**config.mk**
```make
export PLATFORM = sky130hd
export DESIGN_NAME = rx_copy_dispatch
export DESIGN_NICKNAME = d
export VERILOG_FILES = /design/src/rtl/rxd_pkg.sv /design/src/rtl/rxd_fifo.sv /design/src/rtl/rxd_len_unit.sv /design/src/rtl/rx_copy_dispatch.sv
export SDC_FILE = /design/constraint.sdc
export NUM_CORES = 1
export LEC_CHECK = 0
export BUFFER_PORTS_ARGS = -buffer_cell sky130_fd_sc_hd__buf_2
export CAP_MARGIN = 20
export CORE_MARGIN = 8
export CORE_UTILIZATION = 40
export DETAILED_ROUTE_END_ITERATION = 16
export PLACE_DENSITY = 0.65
export SYNTH_ARGS = -nofsm -noshare
export SYNTH_HDL_FRONTEND = slang
export SYNTH_SLANG_ARGS = --single-unit
```
**constraint.sdc**
```tcl
create_clock -name clk -period 4.65 [get_ports clk]
set_input_delay 0.93 -clock clk [delete_from_list [all_inputs] [get_ports clk]]
set_output_delay 0.93 -clock clk [all_outputs]
set_load 0.05 [all_outputs]
```
**src/rtl/rxd_pkg.sv**
```systemverilog
package rxd_pkg;
  localparam int ADDR_W       = 40;
  localparam int LEN_W        = 20;
  localparam int DESC_LEN_LSB = 40;
  localparam int DESC_VIRT    = 60;
  localparam int WORD_W       = 32;
  localparam int WB_BUSY      = 31;
  localparam int WB_CPL       = 30;
  localparam int WB_MORE      = 29;
  localparam logic [ADDR_W-1:0] SKIP_ADDR = ADDR_W'(1);

  typedef enum logic [1:0] {
    RXD_IDLE,
    RXD_WAIT,
    RXD_COPY,
    RXD_DONE
  } rxd_state_e;

  function automatic logic [WORD_W-1:0] busy_word();
    logic [WORD_W-1:0] w;
    w = '0;
    w[WB_BUSY] = 1'b1;
    return w;
  endfunction
endpackage

```
**src/rtl/rxd_fifo.sv**
```systemverilog
module rxd_fifo #(
  parameter int W     = 8,
  parameter int DEPTH = 4
) (
  input  logic         clk,
  input  logic         rst_n,
  input  logic         push,
  input  logic [W-1:0] din,
  input  logic         pop,
  output logic [W-1:0] dout,
  output logic         empty,
  output logic         full
);
  localparam int PW = (DEPTH > 1) ? $clog2(DEPTH) : 1;
  localparam int CW = $clog2(DEPTH + 1);

  logic [W-1:0]  mem [DEPTH];
  logic [PW-1:0] wr_ptr, rd_ptr;
  logic [CW-1:0] cnt;

  function automatic logic [PW-1:0] nxt(input logic [PW-1:0] p);
    return (p == PW'(DEPTH - 1)) ? '0 : p + PW'(1);
  endfunction

  assign empty = (cnt == '0);
  assign full  = (cnt == CW'(DEPTH));
  assign dout  = mem[rd_ptr];

  always_ff @(posedge clk) begin
    if (push) mem[wr_ptr] <= din;
  end

  always_ff @(posedge clk) begin
    if (!rst_n) begin
      wr_ptr <= '0;
      rd_ptr <= '0;
      cnt    <= '0;
    end else begin
      if (push) wr_ptr <= nxt(wr_ptr);
      if (pop)  rd_ptr <= nxt(rd_ptr);
      case ({push, pop})
        2'b10:   cnt <= cnt + CW'(1);
        2'b01:   cnt <= cnt - CW'(1);
        default: cnt <= cnt;
      endcase
    end
  end

  // a queue entry is never written into a full queue
  p_no_overflow_r13: assert property (@(posedge clk) disable iff (!rst_n)
    push |-> !full);
  p_no_underflow_r13: assert property (@(posedge clk) disable iff (!rst_n)
    pop |-> !empty);
endmodule

```
**src/rtl/rxd_len_unit.sv**
```systemverilog
module rxd_len_unit
  import rxd_pkg::*;
(
  input  logic [LEN_W-1:0]  avail,
  input  logic [LEN_W-1:0]  req_len,
  output logic [LEN_W-1:0]  copy_len,
  input  logic [LEN_W-1:0]  rem,
  input  logic [LEN_W-1:0]  off,
  input  logic [LEN_W-1:0]  cur_len,
  output logic              last,
  output logic [LEN_W-1:0]  rem_next,
  output logic [LEN_W-1:0]  off_next,
  output logic [WORD_W-1:0] word
);
  localparam int PAD_W = WORD_W - 3 - LEN_W;

  always_comb begin
    copy_len = (avail < req_len) ? avail : req_len;
    last     = (rem == cur_len);
    rem_next = last ? '0 : rem - cur_len;
    off_next = off + cur_len;
    word     = {1'b0, 1'b1, !last, {PAD_W{1'b0}}, (last ? cur_len : rem_next)};
  end
endmodule

```
**src/rtl/rx_copy_dispatch.sv**
```systemverilog
module rx_copy_dispatch
  import rxd_pkg::*;
#(
  parameter int NUM_CTX   = 4,
  parameter int PKT_DEPTH = 8,
  parameter int CTX_W     = (NUM_CTX > 1) ? $clog2(NUM_CTX) : 1
) (
  input  logic              clk,
  input  logic              rst_n,
  input  logic              desc_wr,
  input  logic [CTX_W-1:0]  desc_ctx,
  input  logic [63:0]       desc_data,
  output logic              desc_err,
  input  logic              pkt_valid,
  output logic              pkt_ready,
  input  logic [LEN_W-1:0]  pkt_len,
  output logic              dma_req,
  input  logic              dma_ack,
  output logic [CTX_W-1:0]  dma_ctx,
  output logic [ADDR_W-1:0] dma_addr,
  output logic [LEN_W-1:0]  dma_len,
  output logic [LEN_W-1:0]  dma_offset,
  output logic              dma_virt,
  output logic              irq_rx_dma,
  output logic [CTX_W-1:0]  done_ctx,
  output logic [WORD_W-1:0] done_word,
  input  logic [CTX_W-1:0]  rd_ctx,
  output logic [WORD_W-1:0] rd_done
);
  rxd_state_e state;

  logic [NUM_CTX-1:0] ctx_busy, ctx_bound, ctx_virt;
  logic [ADDR_W-1:0]  ctx_addr [NUM_CTX];
  logic [LEN_W-1:0]   ctx_len  [NUM_CTX];
  logic [LEN_W-1:0]   ctx_rem  [NUM_CTX];
  logic [LEN_W-1:0]   ctx_off  [NUM_CTX];
  logic [WORD_W-1:0]  done_mem [NUM_CTX];

  logic [CTX_W-1:0] cur_ctx;
  logic [LEN_W-1:0] cur_len;

  logic accept, newq_push, contq_push, take_new, take_cont;
  logic newq_empty, newq_full, contq_empty, contq_full;
  logic pkt_empty, pkt_full, pkt_push;
  logic [CTX_W-1:0] newq_head, contq_head, sel_ctx;
  logic [LEN_W-1:0] pkt_head, avail, issue_len;
  logic             fin_last;
  logic [LEN_W-1:0] fin_rem, fin_off;
  logic [WORD_W-1:0] fin_word;
  logic unused_desc_bits;

  assign unused_desc_bits = ^desc_data[63:61];

  assign accept     = desc_wr && !ctx_busy[desc_ctx];
  assign newq_push  = accept && !ctx_bound[desc_ctx];
  assign contq_push = accept &&  ctx_bound[desc_ctx];
  assign take_cont  = (state == RXD_WAIT) && !contq_empty;
  assign take_new   = (state == RXD_WAIT) && contq_empty && !newq_empty && !pkt_empty;
  assign sel_ctx    = take_cont ? contq_head : newq_head;
  assign avail      = take_cont ? ctx_rem[sel_ctx] : pkt_head;
  assign pkt_ready  = !pkt_full;
  assign pkt_push   = pkt_valid && pkt_ready;

  rxd_fifo #(.W(CTX_W), .DEPTH(NUM_CTX)) u_newq (
    .clk(clk), .rst_n(rst_n), .push(newq_push), .din(desc_ctx), .pop(take_new),
    .dout(newq_head), .empty(newq_empty), .full(newq_full));

  rxd_fifo #(.W(CTX_W), .DEPTH(NUM_CTX)) u_contq (
    .clk(clk), .rst_n(rst_n), .push(contq_push), .din(desc_ctx), .pop(take_cont),
    .dout(contq_head), .empty(contq_empty), .full(contq_full));

  rxd_fifo #(.W(LEN_W), .DEPTH(PKT_DEPTH)) u_pkts (
    .clk(clk), .rst_n(rst_n), .push(pkt_push), .din(pkt_len), .pop(take_new),
    .dout(pkt_head), .empty(pkt_empty), .full(pkt_full));

  rxd_len_unit u_len (
    .avail(avail), .req_len(ctx_len[sel_ctx]), .copy_len(issue_len),
    .rem(ctx_rem[cur_ctx]), .off(ctx_off[cur_ctx]), .cur_len(cur_len),
    .last(fin_last), .rem_next(fin_rem), .off_next(fin_off), .word(fin_word));

  assign dma_req    = (state == RXD_COPY);
  assign dma_ctx    = cur_ctx;
  assign dma_addr   = ctx_addr[cur_ctx];
  assign dma_len    = cur_len;
  assign dma_offset = ctx_off[cur_ctx];
  assign dma_virt   = ctx_virt[cur_ctx];
  assign rd_done    = done_mem[rd_ctx];

  always_ff @(posedge clk) begin
    if (!rst_n) begin
      state      <= RXD_IDLE;
      ctx_busy   <= '0;
      ctx_bound  <= '0;
      ctx_virt   <= '0;
      cur_ctx    <= '0;
      cur_len    <= '0;
      desc_err   <= 1'b0;
      irq_rx_dma <= 1'b0;
      done_ctx   <= '0;
      done_word  <= '0;
      for (int i = 0; i < NUM_CTX; i++) begin
        done_mem[i] <= '0;
        ctx_rem[i]  <= '0;
        ctx_off[i]  <= '0;
        ctx_addr[i] <= '0;
        ctx_len[i]  <= '0;
      end
    end else begin
      irq_rx_dma <= 1'b0;
      desc_err   <= desc_wr && ctx_busy[desc_ctx];

      if (accept) begin
        ctx_busy[desc_ctx] <= 1'b1;
        ctx_addr[desc_ctx] <= desc_data[ADDR_W-1:0];
        ctx_len[desc_ctx]  <= desc_data[DESC_LEN_LSB +: LEN_W];
        ctx_virt[desc_ctx] <= desc_data[DESC_VIRT];
        done_mem[desc_ctx] <= busy_word();
      end

      case (state)
        RXD_IDLE: if (!newq_empty || !contq_empty) state <= RXD_WAIT;
        RXD_WAIT: begin
          if (take_cont || take_new) begin
            cur_ctx <= sel_ctx;
            cur_len <= issue_len;
            if (take_new) begin
              ctx_rem[sel_ctx]   <= pkt_head;
              ctx_off[sel_ctx]   <= '0;
              ctx_bound[sel_ctx] <= 1'b1;
            end
            state <= (ctx_addr[sel_ctx] == SKIP_ADDR) ? RXD_DONE : RXD_COPY;
          end
        end
        RXD_COPY: if (dma_ack) state <= RXD_DONE;
        RXD_DONE: begin
          done_mem[cur_ctx] <= fin_word;
          ctx_busy[cur_ctx] <= 1'b0;
          ctx_rem[cur_ctx]  <= fin_rem;
          ctx_off[cur_ctx]  <= fin_off;
          if (fin_last) ctx_bound[cur_ctx] <= 1'b0;
          irq_rx_dma <= 1'b1;
          done_ctx   <= cur_ctx;
          done_word  <= fin_word;
          state <= (newq_empty && contq_empty) ? RXD_IDLE : RXD_WAIT;
        end
        default: state <= RXD_IDLE;
      endcase
    end
  end

  // a rejected write leaves the stored completion word alone
  p_reject_keeps_word_r2: assert property (@(posedge clk) disable iff (!rst_n)
    (desc_wr && ctx_busy[desc_ctx] && !(state == RXD_DONE && cur_ctx == desc_ctx))
    |=> done_mem[$past(desc_ctx)] == $past(done_mem[desc_ctx]));
  // accepted write shows the busy-only word next cycle
  p_busy_word_r3: assert property (@(posedge clk) disable iff (!rst_n)
    accept |=> done_mem[$past(desc_ctx)] == busy_word());
  // request and fields hold until acknowledged
  p_req_hold_r7: assert property (@(posedge clk) disable iff (!rst_n)
    (dma_req && !dma_ack) |=> dma_req && $stable(dma_addr) && $stable(dma_len)
      && $stable(dma_offset) && $stable(dma_ctx));
  // the skip address never reaches the DMA port
  p_skip_no_dma_r8: assert property (@(posedge clk) disable iff (!rst_n)
    dma_req |-> dma_addr != SKIP_ADDR);
  // completion interrupt is a single-cycle pulse
  p_irq_pulse_r11: assert property (@(posedge clk) disable iff (!rst_n)
    irq_rx_dma |=> !irq_rx_dma);
  // a queued context is always busy
  p_queue_once_r13: assert property (@(posedge clk) disable iff (!rst_n)
    !newq_empty |-> ctx_busy[newq_head]);
endmodule

```
* After elaboration in Yosys (flattened, before gate mapping) *
Memory sizes are Yosys's and may differ from the RTL's. A register that Yosys moved wholly into a read port is not among the register bits.
Index checks and enable logic that the tools add are counted.

word-level totals
  register bits = 86
  bits in writable memories = 668
  input port bits = 93
  output and inout port bits = 153
  word-level logic and storage cells = 211
  memories kept = 8

operators by class
  add/subtract/negate cells = 14
  magnitude comparators = 7
  eq/ne operators = 23
  mux-type cells = 94
  bitwise gates (word level) = 5
  reductions and logical operators = 41

memories
  memory       words  bits a word  read ports  clocked after Yosys merged registers in  write ports  RTL line                text
  ctx_addr     4      40           2           1                                        4            rx_copy_dispatch.sv:33  logic [ADDR_W-1:0] ctx_addr [NUM_CTX];
  u_pkts.mem   8      20           1           1                                        1            rxd_fifo.sv:17          logic [W-1:0] mem [DEPTH];
  done_mem     4      23           1           0                                        4            rx_copy_dispatch.sv:37  logic [WORD_W-1:0] done_mem [NUM_CTX];
  ctx_len      4      20           1           0                                        4            rx_copy_dispatch.sv:34  logic [LEN_W-1:0] ctx_len [NUM_CTX];
  ctx_off      4      20           1           1                                        4            rx_copy_dispatch.sv:36  logic [LEN_W-1:0] ctx_off [NUM_CTX];
  ctx_rem      4      20           2           1                                        4            rx_copy_dispatch.sv:35  logic [LEN_W-1:0] ctx_rem [NUM_CTX];
  +2 memories  -      -            -           -                                        -            -

operators with widths
  cell                                                                          number
  20-bit two-way mux                                                            9
  20-bit OR reduction                                                           5
  2-bit two-way mux                                                             26
  23-bit two-way mux                                                            2
  23-bit OR reduction                                                           2
  40-bit by 1-bit == test with 1-bit output, second input constant              1
  40-bit two-way mux                                                            1
  40-bit OR reduction                                                           1
  1-bit two-way mux                                                             34
  4-bit two-way mux                                                             6
  20-bit adder                                                                  1
  20-bit == test                                                                1
  20-bit less-than comparator                                                   1
  20-bit subtractor                                                             1
  2-bit == test, second input constant                                          9
  4-bit case mux with 2 select lines                                            2
  1-bit logical AND                                                             13
  3-bit by 1-bit adder with 3-bit output, second input constant                 4
  3-bit two-way mux                                                             4
  3-bit case mux with 2 select lines                                            2
  2-bit by 3-bit less-than comparator with 1-bit output, second input constant  3
  2-bit by 1-bit adder with 2-bit output, second input constant                 4
  4-bit AND                                                                     2
  2-bit by 1-bit == test with 1-bit output, second input constant               4
  23 further kinds                                                              46

* Depth between registers and ports, before layout *
Gate-level depths: netlist of the first run.

  depth after elaboration = 12
  gate-level depth with buffers = 20

* Modules after synthesis *
A second synthesis of the first run with hierarchy kept.

unflattened totals
  cells, all modules = 2756
  area total of the unflattened synthesis = 37701.2 sq um

by module, submodules not included
  module                   instances  cells an instance  area each (sq um)  seq. area each (sq um)
  rx_copy_dispatch         1          1912               26252.7            17336.6
  rxd_fifo at u_pkts       1          305                6840.3             5064.9
  rxd_len_unit             1          425                3116.7             0.0
  rxd_fifo at u_contq ...  2          57                 745.7              420.4

* Worst setup path after synthesis of the first run *
OpenSTA, ideal clock, no wires.

  path kind = reg2reg
  from = reg with a tool-made name
  to = mem ctx_off[0][14], data pin
  arrival = 4.255 ns
  required time = 4.386 ns
  path slack = 0.131 ns
  cell stages (with the launch flop) = 13
  clock period less this slack = 4.519 ns
  path through = dfxtp_1 clkbuf_1 buf_1 mux4_2 fa_1 a21o_1 a21oi_1 o21bai_1 a2111oi_0 nor2_1 a221oi_1 mux2i_1 nor2_1

RTL lines
  what       RTL line
  to (decl)  rx_copy_dispatch.sv:36

==> qor.csv, run 1 <==
metric;value;unit
Initial Util;0.404;
DR vias;23100;
largest net degree at the start of global routing;62;
Max-Cap Viols;0;
GRT overflow;0;
reg-to-reg slack, setup;0.25;ns
CTS Sinks;763;
first-pass GRT wire length;144000;um
routability cong.;0.911;
Die ar.;0.0975;mm^2
Die Y;312;um
Buf/Inv on CP;2;
status;completed;
combinational share of power;0.186;
Design Power;17.9;mW
maximum level of the CTS H-tree;3;
leakage power;15.7;nW
Routed Antenna Nets;0;
Slew headroom;0.324;
WL/cell;22.7;um
Synth top area share;0.565;
drt pass-1 iters;6;
list of most frequent post-synthesis cells;660 x edfxtp_1, 492 x nor2_1, 177 x nand2_1;
Util after Layout;0.471;
crit path capture type;flip-flop;
Async SR Flop Fraction;0;
Post-synth EDFFs;660;
nets;3147;
sequential power share;0.448;
worst-path cell chain;mux4_2 > or3_1 > nor2_1 > a211oi_1 > buf_4 > ha_1 > a211oi_1 > o21ai_0 > a31o_2 > a221oi_1 > a41oi_1 > a22oi_2 > inv_2 > a221oi_1;
final number of hold-violating endpoints;0;
cell family with most CP delay;compound AO/OA/AOI/OAI gates;
Startpoint Class;flip-flop;
Main synth FF type;edfxtp_1;
io pins;246;
fmax;227;MHz
RSZ-0062 raised after global routing;false;
CP max FO;19;
Post-Syn Instances;2683;
PD cells;439;mW/mm^2
Via density;5.50;
Net Sw Power;5.17;mW
GRT Util Overall;0.190;
Die W;312;um
leading area contributor after synthesis;edfxtp_1;
register area share after synthesis;0.623;
cell with the most instances after synthesis;edfxtp_1;
Sw Share;0.288;
number of buffers added on ports;223;
Avg Synthesized Cell Area;13.1;um^2
fin crit share;0.947;
clock skew;0.0325;ns
TritonCTS clock tree;built;
hold_buf cts;0;
arrival time at the worst endpoint;4.92;ns
Final min period;4.40;ns
Peak supply drop;0.278;mV
Slew Viols, Final;0;
Setup TNS;0;ns
synthesis-stage register bit count;763;
share of layout cells above drive strength 1;0.230;
area grow syn2layout;16.5;%
Final setup viols;0;
starting DRC count in detailed routing;1917;
FP Rows;108;
critical path's slowest cell;or3_1;
Req. time, crit path;5.16;ns
Core Area;0.0869;mm^2
Yosys Warn Count;0;
Crit Path Class;flip-flop to flip-flop;
initial antenna violation count;14;
class of the worst hold path;flip-flop to flip-flop;
Residual DRC;0;
vias in the first global route;23300;
CTS buffer count;82;
Max Buffers Root-to-Sink;3;
Clk pwr share;0.366;
Routed WL;95000;um
Slew @ Worst Pin;1.01;ns
clk root buf;clkbuf_16;
synth top area cells;edfxtp_1 56%, mux4_2 9.6%, dfxtp_1 5.9%;
post-synthesis cell type count;74;
P_int;12.8;mW
DP Wirelength;64000;um
Worst-Skew Late Latency;0.63;ns
Post-Synthesis Cell Area;0.0351;mm^2
Worst-path clk slew;0.06;ns
CP max stage delay;0.67;ns
final timing paths:
kind | end | depth (start not counted) | start
setup / recovery | dma_len[1]$_SDFFE_PN0P_ | 14 | flip-flop
hold reg to reg | done_mem[3][22]$_SDFFE_PP0P_ | 2 | done_mem[3][22]$_SDFFE_PP0P_
setup reg to reg | dma_len[1]$_SDFFE_PN0P_ | 14 | flip-flop
hold / removal | done_mem[3][22]$_SDFFE_PP0P_ | 2 | done_mem[3][22]$_SDFFE_PP0P_
tightest hold or removal path, delay by kind of cell, from the launching register on:
| kind | cells | cell delay, ns |
|---|---|---|
| flip-flops | 1 | 0.31 |
| AO/OA/AOI/OAI | 1 | 0.05 |
| buffers and inverters | 1 | 0.05 |
what timing repair did:
| action | CTS | global route |
|---|---|---|
| setup endpoints to repair | 0 | 18 |
| resized for setup | 0 | 1 |
| buffers inserted | 0 | 3 |
metal layers:
layer | up-vias | global-route usage | routed length (um)
li1 | 10500 | - | -
met1 | 11500 | 0.244 | 38200
met2 | 901 | 0.323 | 46600
met3 | 210 | 0.0322 | 6420
met4 | 6 | 0.0718 | 3650
met5 | - | 0 | 40
cell usage in the layout, fill, tap and decap left out, types with 20 or more instances in the layout:
| cell type | n |
|---|---|
| a211oi_1 | 36 |
| buf_2 | 223 |
| buf_4 | 107 |
| o21ai_0 | 82 |
| mux2i_1 | 58 |
| nor4_1 | 40 |
| a21oi_1 | 78 |
| o22ai_1 | 22 |
| ha_1 | 79 |
| nand2_1 | 172 |
| edfxtp_1 | 660 |
| clkbuf_16 | 83 |
| nand3_1 | 24 |
| inv_1 | 170 |
| nor2_1 | 488 |
| mux2_2 | 34 |
| mux4_2 | 150 |
| nand4_1 | 20 |
| nor3_1 | 29 |
| dfxtp_1 | 99 |
per-stage QoR:
stage | std cells | setup WS, ns | area [um^2] | hold WS [ns]
after floorplan | 2701 | 0.131 | 35200 | 0.419
after global placement | 4037 | 0.269 | 38100 | 0.430
after detailed placement | 4037 | 0.253 | 38100 | 0.435
after CTS | 4185 | 0.223 | 40800 | 0.445
after global routing | 4189 | 0.00315 | 40900 | 0.458
final | 4193 | 0.246 | 40900 | 0.447
sequential cells by signal, summed over array words and instances (netlist names), 3 cells and up, named ones only:
signal         cells
done_word         22
u_pkts.rd_ptr      3
u_contq.cnt        3
ctx_off           80
u_newq.mem         8
ctx_addr         160
ctx_rem           80
u_contq.mem        8
u_pkts.wr_ptr      3
dma_len           20
u_pkts.mem       160
ctx_len           80
u_pkts.cnt         4
ctx_busy           4
u_newq.cnt         3
done_mem          92
ctx_bound          4
ctx_virt           4
power groups by stage:
stage	clock network (mW)	logic, mW	registers (mW)
floorplan	0	2.07	8.21
global placement	0	3.29	8.17
detailed placement	0	3.30	8.18
CTS	6.68	3.32	8.04
global route	6.93	3.57	8.07
finish	6.57	3.33	8.04
logic make-up after synthesis:
| family | share of synthesized area |
|---|---|
| AND/OR/NAND/NOR | 0.107 |
| flip-flops | 0.623 |
| AO/OA/AOI/OAI | 0.0652 |
| buffers and inverters | 0.0391 |
| multiplexers | 0.125 |
| adder cells (fa/ha/maj) | 0.0314 |
| XOR/XNOR | 0.00898 |
| other | 0.000107 |
area by class of cell:
cell class                 count  area, um^2
fill                        7621       46000
sequential                   763       21900
multi-input combinational   1602       12000
timing repair buffer         343        2180
clock buffer                  99        2160
tap                         1155        1450
inverter                     177         664
clock inverter                49         549
antenna                        5        12.5
(Power assumes the default switching activity.)
==> run 2: changes to the inputs <==
--- a/config.mk
+++ b/config.mk
@@ -12,5 +12,7 @@
 export DETAILED_ROUTE_END_ITERATION = 16
 export PLACE_DENSITY = 0.65
+export SLEW_MARGIN = 5
 export SYNTH_ARGS = -nofsm -noshare
 export SYNTH_HDL_FRONTEND = slang
+export SYNTH_HIERARCHICAL = 1
 export SYNTH_SLANG_ARGS = --single-unit
==> constraint.sdc (replaced) <==
create_clock -name clk -period 4.65 [get_ports clk]
set_input_delay 0.93 -clock clk [delete_from_list [all_inputs] [get_ports clk]]
set_output_delay 0.93 -clock clk [all_outputs]
set_load 0.01 [all_outputs]
==> run 2 against run 1 <==
  * Sequential share of layout area increased by 0.15 points
  * Critical endpoint is now dma_len[8]$_SDFFE_PN0P_
  * Fmax increased by 1.6%
  * Sequential power increased by 6.0%
  * Design area increased by 5.9%
==> qor.csv, run 2 <==
metric;value;unit
PD cells;426;mW/mm^2
reg-to-reg slack, setup;0.32;ns
number of buffers added on ports;242;
Die Y;323;um
drt pass-1 iters;8;
CP dominant cell by count;a21oi_1;
Slew Viols, Final;0;
io pins;246;
Final setup viols;0;
nets;3190;
clk root buf;clkbuf_16;
area grow syn2layout;14.9;%
GRT overflow;0;
FP Rows;112;
r2r endpoint;dma_len[8]$_SDFFE_PN0P_;
vias in the first global route;23300;
Routed WL;100000;um
Yosys Warn Count;6;
Worst-Skew Late Latency;0.67;ns
Slew @ Worst Pin;1.10;ns
Final min period;4.33;ns
non-filler cells, final;4348;
setup bufs post-CTS;0;
fin crit share;0.932;
critical path's slowest cell;or4b_2;
Startpoint Class;flip-flop;
worst-path cell chain;mux4_2 > or4b_2 > o31ai_4 > buf_4 > a222oi_1 > a21oi_1 > ha_1 > a21oi_1 > o21ai_0 > nor3_1 > a21oi_2 > buf_4 > mux2_4 > nand2_1 > a21oi_1;
TritonCTS clock tree;built;
share of layout cells above drive strength 1;0.229;
arrival time at the worst endpoint;4.85;ns
Die W;323;um
leakage power;16.5;nW
most frequent cells in the layout;704 x edfxtp_1, 449 x nor2_1, 242 x buf_2, 206 x nand2_1, 164 x inv_1;
routability cong.;0.882;
Die ar.;0.104;mm^2
Worst-path clk slew;0.06;ns
Placed Cells;4179;
WL/cell;23.1;um
GRT Util Overall;0.187;
Post-Synthesis Cell Area;0.0377;mm^2
maximum level of the CTS H-tree;3;
Peak supply drop;0.319;mV
Initial Util;0.404;
Residual DRC;0;
Routed Antenna Nets;0;
RSZ-0062 raised after global routing;false;
DR vias;23500;
Crit Path Class;flip-flop to flip-flop;
Max-Cap Viols;0;
CP max stage delay;0.68;ns
post_cts resized;0;
clock skew;0.0390;ns
Post-Syn Instances;2754;
Slew headroom;0.257;
CP endpoint;dma_len[8]$_SDFFE_PN0P_;
initial antenna violation count;18;
commonest non-fill, non-tap cell in the layout;edfxtp_1;
first-pass GRT wire length;148000;um
Setup TNS;0;ns
Via density;5.41;
Max Buffers Root-to-Sink;3;
CTS Sinks;809;
CP max FO;12;
class of the worst hold path;flip-flop to flip-flop;
fmax;231;MHz
Avg Synthesized Cell Area;13.7;um^2
Core Area;0.0933;mm^2
DP Wirelength;66800;um
largest net degree at the start of global routing;75;
starting DRC count in detailed routing;2478;
Top Registers;ctx_addr (160), u_pkts/mem (160), done_mem (128);
cell depth of the worst flop-to-flop path;15;
Req. time, crit path;5.16;ns
status;completed;
CTS buffer count;86;
crit path capture type;flip-flop;
final number of hold-violating endpoints;0;
hold_buf cts;0;
==> run 2: stage by stage <==
stage               area (um^2)  hold WS, ns  utilization  power (mW)  setup WS [ns]
floorplan                 37700        0.432            -        10.7          0.558
global placement          40500        0.452        0.434        11.8          0.376
detailed placement        40500        0.458        0.434        11.8          0.350
CTS                       43300        0.472        0.464        18.6          0.324
global route              43300        0.490        0.464        19.1          0.123
finish                    43300        0.468        0.464        18.4          0.315
==> run 2: how the worst min path moves through the flow <==
stage               slack (ns)                startpoint                  endpoint  cells after the start
floorplan                 0.43    ctx_busy[1]$_SDFF_PN0_    ctx_busy[1]$_SDFF_PN0_                      2
detailed placement        0.46  ctx_virt[1]$_SDFFE_PN0P_  ctx_virt[1]$_SDFFE_PN0P_                      1
CTS                       0.47  ctx_virt[1]$_SDFFE_PN0P_  ctx_virt[1]$_SDFFE_PN0P_                      1
global placement          0.45  ctx_virt[2]$_SDFFE_PN0P_  ctx_virt[2]$_SDFFE_PN0P_                      1
finish                    0.47  ctx_virt[1]$_SDFFE_PN0P_  ctx_virt[1]$_SDFFE_PN0P_                      1
global route              0.49  ctx_virt[2]$_SDFFE_PN0P_  ctx_virt[2]$_SDFFE_PN0P_                      1
==> run 2: layout make-up <==
type | count | area [um^2]
inverters | 169 | 634
clock buffers | 116 | 2350
diodes | 9 | 22.5
clock inverters | 44 | 464
flip-flops and latches | 809 | 23300
repair buffers | 325 | 1900
fillers | 8347 | 50000
multi-input cells | 1622 | 13100
well taps | 1254 | 1570
==> run 2: power by group <==
group | internal, mW | total [mW] | switching, mW
combinational | 1.25 | 3.15 | 1.90
sequential | 8.30 | 8.52 | 0.222
clock | 3.87 | 6.77 | 2.90
==> run 2: routing by layer <==
layer  routed length, um  track usage
met1               41600        0.257
met2               47700        0.303
met3                7800       0.0302
met4                3230       0.0637
met5                  39            0
==> run 2: critical path, delay by kind of cell, from the launching register on <==
family | cells | cell delay [ns]
compound gates | 7 | 1.21
fa+ha+maj | 1 | 0.18
buf+inv | 2 | 0.63
flops | 1 | 0.37
mux | 2 | 0.92
simple gates | 3 | 0.86
==> run 3: changes to the inputs <==
CORE_ASPECT_RATIO = 1.5   (was not set)
==> run 3 against run 2 <==
  * Die area is 0.19% higher
  * Register-to-register slack lost 0.02 ns
  * Largest power group unchanged
  * Clock power grew 1%
  * Largest cell class unchanged
==> qor.csv, run 3 (same netlist as run 2, synthesis figures left out) <==
metric;value;unit
Routed Antenna Nets;0;
status;completed;
GRT Util Overall;0.194;
Top Registers;ctx_addr (160), u_pkts/mem (160), done_mem (128);
Req. time, crit path;5.15;ns
clk root buf;clkbuf_16;
Sw Share;0.271;
hold wc startpoint;ctx_busy[1]$_SDFF_PN0_;
arrival time at the worst endpoint;4.86;ns
GRT overflow;0;
Die Y;392;um
fin crit share;0.937;
commonest non-fill, non-tap cell in the layout;edfxtp_1;
CTS Sinks;809;
Slew headroom;0.353;
Die W;267;um
Max Buffers Root-to-Sink;3;
Residual DRC;0;
P_int;13.5;mW
Net Sw Power;5.03;mW
number of buffers added on ports;242;
cell area after layout;0.0434;mm^2
most frequent cells in the layout;704 x edfxtp_1, 449 x nor2_1, 242 x buf_2, 206 x nand2_1, 164 x inv_1;
Worst-path clk slew;0.06;ns
Design Power;18.6;mW
sequential power share;0.459;
largest net degree at the start of global routing;67;
Final min period;4.36;ns
final number of hold-violating endpoints;0;
clock skew;0.0401;ns
combinational share of power;0.172;
fmax;229;MHz
io pins;246;
CTS buffer count;80;
Final setup viols;0;
Max-Cap Viols;0;
cell family with most CP delay;simple AND/OR/NAND/NOR gates;
class of the worst hold path;flip-flop to flip-flop;
DR vias;23600;
Crit Path Class;flip-flop to flip-flop;
first-pass GRT wire length;152000;um
critical path's slowest cell;or4b_2;
vias in the first global route;23700;
Clk pwr share;0.370;
Peak supply drop;0.336;mV
DP Wirelength;70100;um
worst-path cell chain;mux4_2 > or4b_2 > o31ai_4 > buf_4 > buf_4 > a222oi_1 > a21oi_1 > ha_1 > a21oi_1 > o21ai_0 > nor3_1 > a21oi_2 > buf_12 > mux2_4 > nand2_1 > a21oi_1;
leakage power;16.5;nW
cell depth of the worst flop-to-flop path;16;
Initial Util;0.401;
Setup TNS;0;ns
FP Rows;138;
Slew @ Worst Pin;0.970;ns
Buf/Inv on CP;3;
nets;3189;
PD cells;428;mW/mm^2
area grow syn2layout;15.2;%
CP dominant cell by count;a21oi_1;
Worst-Skew Late Latency;0.68;ns
Startpoint Class;flip-flop;
routability cong.;0.876;
CP max stage delay;0.67;ns
RSZ-0062 raised after global routing;false;
Slew Viols, Final;0;
TritonCTS clock tree;built;
share of layout cells above drive strength 1;0.234;
crit path capture type;flip-flop;
hold path depth;2;
CP max FO;20;
Routed WL;103000;um
maximum level of the CTS H-tree;3;
CP Depth;16;
Die ar.;0.105;mm^2
WL/cell;23.7;um
starting DRC count in detailed routing;2052;
initial antenna violation count;22;
Via density;5.44;
Core Area;0.0939;mm^2
cell area after placement;0.0406;mm^2
post_cts resized;0;
drt pass-1 iters;6;
## run 3: tightest hold or removal path, cell delays in order (launching register included)
cell,delay [ns]
dfxtp_1,0.32
nand2_1,0.05
a21boi_1,0.05
## run 3: stage by stage
stage / worst slack [ns] / util / cells / hold slack (ns)
floorplan: 0.558 / - / 2763 / 0.432
global placement: 0.0989 / 0.432 / 4187 / 0.454
detailed placement: 0.0525 / 0.432 / 4187 / 0.463
CTS: 0.0303 / 0.461 / 4332 / 0.465
global route: 0.0514 / 0.462 / 4337 / 0.485
finish: 0.291 / 0.462 / 4344 / 0.469
## run 3: per-layer routing
metal / GRT usage / part of all wire / vias up
li1: - / - / 10700
met1: 0.238 / 0.39 / 11900
met2: 0.334 / 0.50 / 847
met3: 0.0359 / 0.066 / 193
met4: 0.0818 / 0.039 / 16
met5: 0 / 0.00091 / -
## run 3: area by class of cell
type | instances | area (um^2)
antenna | 9 | 22.5
clock buffer | 93 | 2110
clock inverter | 52 | 652
fill | 8427 | 50500
inverter | 169 | 634
multi-input combinational | 1622 | 13100
sequential | 809 | 23300
tap | 1260 | 1580
timing repair buffer | 330 | 2030
## run 3: repair_timing
| action | 4_1_cts | 5_1_grt |
|---|---|---|
| endpoints found under the setup margin | 0 | 20 |
| setup buffers | 0 | 3 |
| hold buffers | 0 | 0 |
## run 3: power groups by stage
stage / combinational [mW] / clock, mW / sequential [mW]
final: 3.19 / 6.86 / 8.51
after global routing: 3.43 / 7.28 / 8.55
after CTS: 3.19 / 7.00 / 8.52
after detailed placement: 3.18 / 0 / 8.67
after global placement: 3.15 / 0 / 8.65
after floorplan: 2.11 / 0 / 8.58
## run 3: worst paths after layout
check                             end  slack, ns
max          dma_len[13]$_SDFFE_PN0P_       0.29
min            ctx_busy[1]$_SDFF_PN0_       0.47
max reg2reg  dma_len[13]$_SDFFE_PN0P_       0.29
min reg2reg    ctx_busy[1]$_SDFF_PN0_       0.47
